===== src/rtl/eic_pkg.sv =====
package eic_pkg;
    localparam int ADDR_W  = 4;
    localparam int DATA_W  = 32;
    localparam int SLOT_W  = 8;

    typedef enum logic [ADDR_W-1:0] {
        K_RISE = 4'd4,
        K_FALL = 4'd5,
        K_IMSK = 4'd6,
        K_EMSK = 4'd7,
        K_CLRR = 4'd8,
        K_CLRF = 4'd9,
        K_REL  = 4'd10
    } cfg_kind_t;
endpackage


===== src/rtl/eic_cfg_regs.sv =====
module eic_cfg_regs
    import eic_pkg::*;
#(
    parameter int NLINES = 16,
    parameter int SELW   = 4
) (
    input  logic                     clk,
    input  logic                     rst_n,
    input  logic                     wr_en,
    input  logic [ADDR_W-1:0]        wr_addr,
    input  logic [DATA_W-1:0]        wr_data,
    output logic [NLINES*SELW-1:0]   sel_flat,
    output logic [NLINES-1:0]        rise_en,
    output logic [NLINES-1:0]        fall_en,
    output logic [NLINES-1:0]        imask,
    output logic [NLINES-1:0]        emask,
    output logic [NLINES-1:0]        clr_rise,
    output logic [NLINES-1:0]        clr_fall
);
    localparam int LPR     = DATA_W / SLOT_W;
    localparam int NSELREG = (NLINES + LPR - 1) / LPR;

    cfg_kind_t               kind;
    logic [SELW-1:0]         sel_q [NLINES];
    logic [NLINES-1:0]       wmask;
    logic                    unused_bits;

    assign kind        = cfg_kind_t'(wr_addr);
    assign wmask       = wr_data[NLINES-1:0];
    assign unused_bits = &{1'b0, wr_data};

    always_ff @(posedge clk or negedge rst_n) begin
        if (!rst_n) begin
            rise_en <= '0;
            fall_en <= '0;
            imask   <= '0;
            emask   <= '0;
            for (int n = 0; n < NLINES; n++) sel_q[n] <= '0;
        end else if (wr_en) begin
            unique case (kind)
                K_RISE: rise_en <= wmask;
                K_FALL: fall_en <= wmask;
                K_IMSK: imask   <= wmask;
                K_EMSK: emask   <= wmask;
                K_CLRR, K_CLRF: ;
                K_REL: begin
                    rise_en <= rise_en & ~wmask;
                    fall_en <= fall_en & ~wmask;
                    imask   <= imask   & ~wmask;
                    emask   <= emask   & ~wmask;
                    for (int n = 0; n < NLINES; n++)
                        if (wmask[n]) sel_q[n] <= '0;
                end
                default: begin
                    for (int g = 0; g < NSELREG; g++)
                        if (wr_addr == ADDR_W'(g))
                            for (int j = 0; j < LPR; j++)
                                if (g*LPR + j < NLINES)
                                    sel_q[g*LPR + j] <= wr_data[SLOT_W*j +: SELW];
                end
            endcase
        end
    end

    always_comb begin
        clr_rise = '0;
        clr_fall = '0;
        if (wr_en && kind == K_CLRR) clr_rise = wmask;
        if (wr_en && kind == K_CLRF) clr_fall = wmask;
    end

    for (genvar n = 0; n < NLINES; n++) begin : g_sel
        assign sel_flat[n*SELW +: SELW] = sel_q[n];
    end

    AST_RELEASE_CLEARS: assert property (@(posedge clk) disable iff (!rst_n)
        (wr_en && wr_addr == K_REL) |=>
        (((rise_en | fall_en | imask | emask) & $past(wmask)) == '0));
endmodule


===== src/rtl/eic_line.sv =====
module eic_line #(
    parameter int NPORTS = 4,
    parameter int SELW   = 4
) (
    input  logic              clk,
    input  logic              rst_n,
    input  logic [NPORTS-1:0] port_bits,
    input  logic [SELW-1:0]   sel,
    input  logic              rise_en,
    input  logic              fall_en,
    input  logic              imask,
    input  logic              emask,
    input  logic              clr_r,
    input  logic              clr_f,
    output logic              pend_r,
    output logic              pend_f,
    output logic              irq,
    output logic              evt
);
    logic       src;
    logic [2:0] sync_q;
    logic       rise_hit;
    logic       fall_hit;

    always_comb begin
        src = 1'b0;
        for (int p = 0; p < NPORTS; p++)
            if (sel == SELW'(p)) src = port_bits[p];
    end

    always_ff @(posedge clk or negedge rst_n) begin
        if (!rst_n) sync_q <= '0;
        else        sync_q <= {sync_q[1:0], src};
    end

    assign rise_hit = rise_en &  sync_q[1] & ~sync_q[2];
    assign fall_hit = fall_en & ~sync_q[1] &  sync_q[2];

    always_ff @(posedge clk or negedge rst_n) begin
        if (!rst_n) begin
            pend_r <= 1'b0;
            pend_f <= 1'b0;
        end else begin
            pend_r <= (pend_r & ~clr_r) | rise_hit;
            pend_f <= (pend_f & ~clr_f) | fall_hit;
        end
    end

    always_comb begin
        irq = (pend_r | pend_f) & imask;
        evt = (rise_hit | fall_hit) & emask;
    end

    AST_PEND_CAUSE: assert property (@(posedge clk) disable iff (!rst_n)
        $rose(pend_r) |-> $past(rise_en && sync_q[1]));
    AST_CLEAR_TAKES: assert property (@(posedge clk) disable iff (!rst_n)
        (clr_r && !rise_hit) |=> !pend_r);
    AST_SET_WINS: assert property (@(posedge clk) disable iff (!rst_n)
        fall_hit |=> pend_f);
    AST_EVT_SINGLE: assert property (@(posedge clk) disable iff (!rst_n)
        rise_hit |=> !rise_hit);
endmodule


===== src/rtl/edge_irq_ctrl.sv =====
module edge_irq_ctrl
    import eic_pkg::*;
#(
    parameter int NLINES = 16,
    parameter int NPORTS = 4,
    parameter int SELW   = 4
) (
    input  logic                     clk,
    input  logic                     rst_n,
    input  logic [NPORTS*NLINES-1:0] port_pins,
    input  logic                     wr_en,
    input  logic [ADDR_W-1:0]        wr_addr,
    input  logic [DATA_W-1:0]        wr_data,
    output logic [NLINES-1:0]        pend_rise,
    output logic [NLINES-1:0]        pend_fall,
    output logic [NLINES-1:0]        irq,
    output logic [NLINES-1:0]        evt
);
    logic [NLINES*SELW-1:0] sel_flat;
    logic [NLINES-1:0]      rise_en, fall_en, imask, emask, clr_rise, clr_fall;

    eic_cfg_regs #(.NLINES(NLINES), .SELW(SELW)) i_cfg (
        .clk(clk), .rst_n(rst_n), .wr_en(wr_en), .wr_addr(wr_addr),
        .wr_data(wr_data), .sel_flat(sel_flat), .rise_en(rise_en),
        .fall_en(fall_en), .imask(imask), .emask(emask),
        .clr_rise(clr_rise), .clr_fall(clr_fall)
    );

    for (genvar n = 0; n < NLINES; n++) begin : g_line
        logic [NPORTS-1:0] col;
        for (genvar p = 0; p < NPORTS; p++) begin : g_col
            assign col[p] = port_pins[p*NLINES + n];
        end
        eic_line #(.NPORTS(NPORTS), .SELW(SELW)) i_line (
            .clk(clk), .rst_n(rst_n), .port_bits(col),
            .sel(sel_flat[n*SELW +: SELW]),
            .rise_en(rise_en[n]), .fall_en(fall_en[n]),
            .imask(imask[n]), .emask(emask[n]),
            .clr_r(clr_rise[n]), .clr_f(clr_fall[n]),
            .pend_r(pend_rise[n]), .pend_f(pend_fall[n]),
            .irq(irq[n]), .evt(evt[n])
        );
    end

    AST_IRQ_NEEDS_PEND: assert property (@(posedge clk) disable iff (!rst_n)
        ((irq & ~(pend_rise | pend_fall)) == '0));
endmodule


===== config.mk =====
export PLATFORM = sky130hd
export DESIGN_NAME = edge_irq_ctrl
export DESIGN_NICKNAME = d
export VERILOG_FILES = /design/src/rtl/eic_pkg.sv /design/src/rtl/eic_cfg_regs.sv /design/src/rtl/eic_line.sv /design/src/rtl/edge_irq_ctrl.sv
export SDC_FILE = /design/constraint.sdc
export NUM_CORES = 1
export LEC_CHECK = 0
export BUFFER_PORTS_ARGS = -buffer_cell sky130_fd_sc_hd__buf_4
export CAP_MARGIN = 20
export CORE_MARGIN = 2
export CORE_UTILIZATION = 35
export DETAILED_ROUTE_END_ITERATION = 8
export GPL_TIMING_DRIVEN = 0
export PLACE_DENSITY = 0.64
export REMOVE_ABC_BUFFERS = 1
export SETUP_SLACK_MARGIN = 0.05
export SYNTH_ARGS = -nofsm -noshare
export SYNTH_HDL_FRONTEND = slang
export SYNTH_SLANG_ARGS = --single-unit

===== constraint.sdc =====
create_clock -name clk -period 1.65 [get_ports clk]
set_clock_uncertainty 0.15 [all_clocks]
set_input_delay 0.33 -clock clk [delete_from_list [all_inputs] [get_ports clk]]
set_output_delay 0.33 -clock clk [all_outputs]
set_load 0.01 [all_outputs]

==> metrics.md, run 1 <==
| Metric | Value |
|---|---|
| Post-DP HPWL | 16920 µm |
| Initial DRC Count | 348 |
| Netlist cell types | 47 |
| PwrDens | 1288 nW/µm² |
| Final Setup Violations | 37 |
| First-pass GRT wire length | 42390 µm |
| Die Height | 174.6 µm |
| GR Overflow Total | 0 |
| Setup crit start kind | flip-flop |
| #FFs+latches synth | 208 |
| Mapped Cells | 884 |
| Setup ws final | -438.9 ps |
| WL/cell | 18.99 µm |
| Hold-fix buffers, CTS | 9 |
| Worst min-delay path class | in2async |
| Post-route cell area | 13070 µm² |
| Final worst-path cycle share | 126.6% |
| Run status | finished, violations left |
| Post-DRT Antenna Nets | 0 |
| Post-DR vias/cell | 5.177 |
| Core area | 28700 µm² |
| Critical Path Max Stage Delay | 390 ps |
| Post-Route Setup TNS | -6830 ps |
| Kind of critical path | reg2out |
| Leading cell type in the layout, fill and taps excluded | dfrtp_1 |
| Worst-margin pin slew | 786.8 ps |
| Critical-path cell list | inv_2, or3_4, a21boi_4, buf_6 |
| Min cycle time layout | 2089 ps |
| Rel. slew slack | 47.55% |
| Capturing point of the worst reg2reg path | g_line[1].i_line.sync_q[0]$_DFF_PN0_ |
| Hold Slack | -275.3 ps |
| Seq/Total Area, Yosys | 51.11% |
| Nets@finish | 1129 |
| Tot GR Track Use | 17.54% |
| # DRC | 0 |
| Pleak | 5.794 nW |
| RePlAce Congestion | 0.7380 |
| Worst VDD drop | 0.0005410 V |
| Number of global-route vias before repair | 7606 |
| Max cap viols | 0 |
| Ports | 167 |
| Die Span X | 174.6 µm |
| Fin. Hold Viols | 101 |
| RSZ-0062 raised after global routing | true |
| Site Rows | 62 |
| Reg-to-reg slack, setup | 210 ps |
| Pins Over Slew Limit | 0 |
| Most frequent cells in the layout | dfrtp_1, buf_4, buf_6 |
| Critical path peak fanout | 2 |
| Post-Syn Area per Cell | 11.52 µm² |
| Largest net degree at the start of global routing | 108 |
| Clock Tree Buf Depth | 3 |
| Setup crit end kind | output port |
| Clock-pin slew on the worst setup and hold paths | 60 ps |
| Post-DP Area | 11160 µm² |
| Reg-to-Reg Start | i_cfg.sel_flat[4]$_DFFE_PN0P_ |
| Drt pass-1 iters | 4 |
| FF-to-FF path depth | 3 |
| Crit path DAT | 1610 ps |
| DR vias | 7356 |
| Root buffer cell | clkbuf_16 |
| Crit path max-delay cell type | or3_4 |
| TritonCTS clock tree | done |
| Post-Place Cells | 1306 |
| H-tree levels | 1 |
| I/O Buffers | 158 |
| Layout cells sized above 1 | 39.54% |
| CP Data Required Time | 1170 ps |
| Area grow syn2layout | 28.38% |
| Skew-Pair Late Insertion Delay | 500 ps |
| CTS buffer count | 23 |
| Final Routed Wirelength | 26980 µm |
| Starting Density | 35.48% |
| Final std cells w/o fill | 1421 |
| Failing checks | negative hold slack, negative setup slack |
| Clock Sinks | 208 |
| Mapped cell area | 10180 µm² |
| F_max | 0.4787 GHz |
| Die area | 30480 µm² |
| # diodes | 0 |
| Antenna violations before repair | 0 |
| Synthesis Warnings | 0 |
==> layout make-up <==
type	count	area, µm²
Fill cell	2649	15630
Sequential cell	208	5207
Multi-Input combinational cell	488	4204
Timing Repair Buffer	241	2235
Clock buffer	34	646.9
Tap cell	384	480.5
Inverter	64	240.2
Clock inverter	2	60.06
==> worst max-delay path by stage <==
| stage | cells after the start | end | slack (ps) | startpoint |
|---|---|---|---|---|
| after detailed placement | 4 | i_cfg.imask[11]$_DFFE_PN0P_ | -1430 | wr_addr[3] |
| after global routing | 4 | evt[6] | -480 | g_line[6].i_line.sync_q[2]$_DFF_PN0_ |
| after global placement | 4 | i_cfg.imask[10]$_DFFE_PN0P_ | -3540 | wr_addr[3] |
| after CTS | 4 | evt[6] | -430 | g_line[6].i_line.sync_q[2]$_DFF_PN0_ |
| after floorplan | 3 | i_cfg.imask[0]$_DFFE_PN0P_ | -1110 | wr_addr[2] |
| final | 4 | evt[6] | -440 | g_line[6].i_line.sync_q[2]$_DFF_PN0_ |
==> routing by layer <==
metal / up-vias / part of all wire (%) / track usage [%]
met5: - / 0 / 0
met4: 0 / 3.0 / 5.556
met3: 47 / 4.7 / 3.046
met2: 193 / 49 / 29.45
met1: 3662 / 44 / 23.16
li1: 3454 / - / -
==> synthesized netlist by cell type, drive strengths merged <==
| library cell | instances | area share [%] |
|---|---|---|
| buf | 90 | 6.6 |
| o211a | 1 | 0.17 |
| nor3b | 19 | 1.6 |
| and4bb | 1 | 0.12 |
| nand2b | 1 | 0.061 |
| a21oi | 12 | 1.6 |
| o21a | 17 | 1.3 |
| nand4bb | 1 | 0.11 |
| xor2 | 1 | 0.16 |
| nor2b | 18 | 1.1 |
| o211ai | 48 | 3.5 |
| a21boi | 16 | 1.2 |
| a221o | 16 | 1.6 |
| or3b | 2 | 0.22 |
| dfrtp | 208 | 51 |
| and3b | 4 | 0.34 |
| a211oi | 16 | 1.2 |
| nand3b | 7 | 0.52 |
| o21ai | 37 | 2.0 |
| nor4bb | 2 | 0.20 |
| a22o | 32 | 2.8 |
| and2 | 18 | 1.1 |
| and3 | 33 | 2.0 |
| a2111oi | 16 | 1.4 |
| or3 | 31 | 1.9 |
| mux2 | 64 | 7.1 |
| or2b | 1 | 0.074 |
| nand3 | 35 | 1.7 |
| and2b | 1 | 0.074 |
| nand4b | 4 | 0.34 |
| clkbuf | 35 | 1.3 |
| or4b | 16 | 1.6 |
| mux2i | 16 | 1.6 |
| inv | 64 | 2.4 |
| or2 | 1 | 0.086 |
==> metrics by stage <==
step	setup WS, ps	utilization (%)	power [mW]
finish	-438.9	45.55	16.84
global route	-478.6	45.55	17.70
CTS	-425.2	44.53	16.68
detailed placement	-1431	38.88	10.63
global placement	-3536	38.49	10.51
floorplan	-1113	-	8.980
==> worst max-delay path, delay by kind of cell, from the launching register on <==
kind | cells | cell delay (ps)
AO/OA/AOI/OAI | 1 | 200
buffers and inverters | 2 | 170
flip-flops | 1 | 350
AND/OR/NAND/NOR | 1 | 390
==> report_power, final <==
part / internal (mW) / total [mW] / switching, mW
Sequential: 6.48 / 7.40 / 0.914
Clock: 2.99 / 4.95 / 1.96
Combinational: 2.68 / 4.49 / 1.81
Total: 12.2 / 16.8 / 4.68
==> timing repair <==
action	in CTS	in global routing
pin swaps	46	12
setup buffers	53	16
setup endpoints to repair	187	120
resized for setup	121	53
endpoints found under the hold margin	125	101
cloned	1	0
==> cell families (layout without fill, tap and decap cells) <==
| kind of cell | Yosys count | in the layout | share of synthesized area [%] |
|---|---|---|---|
| AOI/OAI and AO/OA | 211 | 211 | 16.66 |
| xor gates and xnor gates | 1 | 1 | 0.1598 |
| buffers and inverters | 189 | 341 | 10.23 |
| DFF | 208 | 208 | 51.11 |
| muxes | 80 | 80 | 8.686 |
| and+or+nand+nor | 195 | 196 | 13.15 |
==> state kept, by name, indices dropped and copies added (netlist names) <==
signal,flops
g_line.i_line.pend_r,16
i_cfg.fall_en,16
i_cfg.rise_en,16
i_cfg.emask,16
g_line.i_line.sync_q,48
i_cfg.imask,16
g_line.i_line.pend_f,16
i_cfg.sel_flat,64
Note: power is estimated with default switching activity, not from simulation.
==> run 2: changes to the inputs <==
- CORE_UTILIZATION: 35 -> 45
- PLACE_DENSITY: 0.64 -> 0.76
==> run 2 against run 1 <==
The flow still finishes with violations (negative hold slack, negative setup slack). Combinational power is 2% higher. Power shrank 0.41%. Core utilization grew 12 points. Global-route usage grew 4.0 points. Design area fell by 0.56%. Register-to-register slack lost 50 ps. Die area shrank 22%. Final cell count shrank 6.6%. Sequential cell count stayed put. Critical path depth did not move. Clock-buffer cell count unchanged. Critical path type unchanged. Largest power group unchanged.
==> metrics.md, run 2 (synthesis results as in run 1) <==
| Metric | Value |
|---|---|
| Setup ws final | -417.0 ps (was -438.9 ps) |
| Rel. slew slack | 51.97% (was 47.55%) |
| Setup crit start kind | flip-flop (unchanged) |
| Site Rows | 55 (was 62) |
| Layout filler cell count | 1835 (was 2649) |
| Starting Density | 45.39% (was 35.48%) |
| Number of global-route vias before repair | 7625 (was 7606) |
| Post-DP HPWL | 16040 µm (was 16920 µm) |
| Largest net degree at the start of global routing | 118 (was 108) |
| Nets@finish | 1133 (was 1129) |
| Hold-fix buffers, CTS | 13 (was 9) |
| Min cycle time layout | 2067 ps (was 2089 ps) |
| Critical Path Max Stage Delay | 380 ps (was 390 ps) |
| PwrDens | 1290 nW/µm² (was 1288 nW/µm²) |
| Critical-path cell list | inv_2, or3_4, a21boi_2, buf_4 (was inv_2, or3_4, a21boi_4, buf_6) |
| Final Routed Wirelength | 26090 µm (was 26980 µm) |
| Final worst-path cycle share | 125.3% (was 126.6%) |
| Ports | 167 (unchanged) |
| F_max | 0.4838 GHz (was 0.4787 GHz) |
| Post-DRT Antenna Nets | 0 (unchanged) |
| Most frequent cells in the layout | dfrtp_1, buf_4, buf_6 (unchanged) |
| Worst min-delay path class | in2async (unchanged) |
| Post-Route Setup TNS | -6771 ps (was -6830 ps) |
| Skew-Pair Late Insertion Delay | 510 ps (was 500 ps) |
| Total Power | 16.77 mW (was 16.84 mW) |
| Max reg flops | 64 (unchanged) |
| Crit path max-delay cell type | or3_4 (unchanged) |
| Multi-input logic area | 4199 µm² (was 4204 µm²) |
| DR vias | 7513 (was 7356) |
| Root buffer cell | clkbuf_16 (unchanged) |
| Buffers and inverters on the worst path | 2 (unchanged) |
| Die Height | 154.4 µm (was 174.6 µm) |
| Leading cell type in the layout, fill and taps excluded | dfrtp_1 (unchanged) |
| # DRC | 0 (unchanged) |
| Die area | 23850 µm² (was 30480 µm²) |
| Pleak | 5.821 nW (was 5.794 nW) |
| Antenna violations before repair | 0 (unchanged) |
| Clock-pin slew on the worst setup and hold paths | 60 ps (about the same) |
| Initial DRC Count | 538 (was 348) |
| Tot GR Track Use | 21.58% (was 17.54%) |
| Layout cells sized above 1 | 39.54% (about the same) |
| CTS buffer count | 23 (unchanged) |
| Crit-path leading delay family | simple AND/OR/NAND/NOR gates (unchanged) |
| First-pass GRT wire length | 41260 µm (was 42390 µm) |
| Failing checks | negative hold slack, negative setup slack (unchanged) |
| Crit path DAT | 1590 ps (was 1610 ps) |
| CP Data Required Time | 1170 ps (about the same) |
| GR Overflow Total | 0 (unchanged) |
| TritonCTS clock tree | done (unchanged) |
| Max cap viols | 0 (unchanged) |
| Critical path peak fanout | 2 (unchanged) |
| Hold Slack | -357.0 ps (was -275.3 ps) |
| I/O Buffers | 158 (unchanged) |
| Worst VDD drop | 0.0006886 V (was 0.0005410 V) |
| Final Setup Violations | 32 (was 37) |
| RePlAce Congestion | 0.7849 (was 0.7380) |
| Post-DR vias/cell | 5.662 (was 5.177) |
| Pins Over Slew Limit | 0 (unchanged) |
| # diodes | 0 (unchanged) |
| WL/cell | 19.66 µm (was 18.99 µm) |
| Run status | finished, violations left (unchanged) |
| Register Area | 5205 µm² (was 5207 µm²) |
| RSZ-0062 raised after global routing | true (unchanged) |
| Drt pass-1 iters | 4 (unchanged) |
| Clock Sinks | 208 (unchanged) |
| Setup crit end kind | output port (unchanged) |
| Clock Tree Buf Depth | 3 (unchanged) |
| Area grow syn2layout | 27.66% (was 28.38%) |
| Worst-margin pin slew | 720.5 ps (was 786.8 ps) |
| Kind of critical path | reg2out (unchanged) |
| H-tree levels | 1 (unchanged) |
| Die Span X | 154.4 µm (was 174.6 µm) |
| Fin. Hold Viols | 91 (was 101) |
| Core area | 22430 µm² (was 28700 µm²) |
[run 2: cell count changes in the layout (fill, tap and decap cells not counted), sizes merged]
cell          previous run  this run
dlymetal6s4s             0         1
inv                     64        65
bufinv                   2         1
dlygate4sd3              9        12
clkinv                   0         1
[run 2: cell type report]
class / count / area share [%]
clock inverters: 3 / 0.3369
repair buffers: 245 / 17.76
multi-input cells: 488 / 32.30
clock buffers: 34 / 4.976
well taps: 285 / 2.743
inverters: 64 / 1.848
flip-flops and latches: 208 / 40.04
[run 2: path summary, 6_finish.rpt]
kind | startpoint | end | slack [ps] | cells after the start
hold / removal | rst_n | i_cfg.sel_flat[29]$_DFFE_PN0P_ | -360 | 1
setup / recovery | i_cfg.fall_en[3]$_DFFE_PN0P_ | evt[3] | -420 | 4
hold reg to reg | g_line[12].i_line.sync_q[0]$_DFF_PN0_ | g_line[12].i_line.sync_q[1]$_DFF_PN0_ | 200 | 0
min in group clk | wr_data[10] | i_cfg.imask[10]$_DFFE_PN0P_ | 10 | 2
max in group asynchronous | rst_n | g_line[5].i_line.pend_f$_DFF_PN0_ | 710 | 2
setup reg to reg | i_cfg.sel_flat[16]$_DFFE_PN0P_ | g_line[4].i_line.sync_q[0]$_DFF_PN0_ | 160 | 3
[run 2: power breakdown]
group          switching, mW  internal (mW)  total, mW
logic                   1.82           2.75       4.58
clock network           1.98           2.84       4.83
registers              0.886           6.48       7.37
total                   4.69           12.1       16.8
[run 2: per-stage QoR]
step | area, µm² | setup slack (ps) | std cells | utilization, %
after floorplan | 9382 | -1113 | 759 | -
after global placement | 10920 | -3319 | 1202 | 48.69
after detailed placement | 11090 | -1327 | 1208 | 49.43
after CTS | 12600 | -408.4 | 1308 | 56.17
after global routing | 13000 | -461.9 | 1327 | 57.95
final | 13000 | -417.0 | 1327 | 57.95
[run 2: timing repair]
item                                    in CTS  in global routing
cloned                                       1                  1
pin swaps                                   42                 18
resized for setup                          105                 75
buffers inserted                            49                 18
endpoints found under the setup margin     186                139
endpoints found under the hold margin      125                 91
[run 2: per-layer routing]
layer  GRT usage (%)  up-vias  part of all wire (%)
met4           6.878        0                   2.7
met3           3.755       50                   6.5
met2           36.12      261                    49
li1                -     3465                     -
met1           28.74     3737                    42
met5               0        -                     0
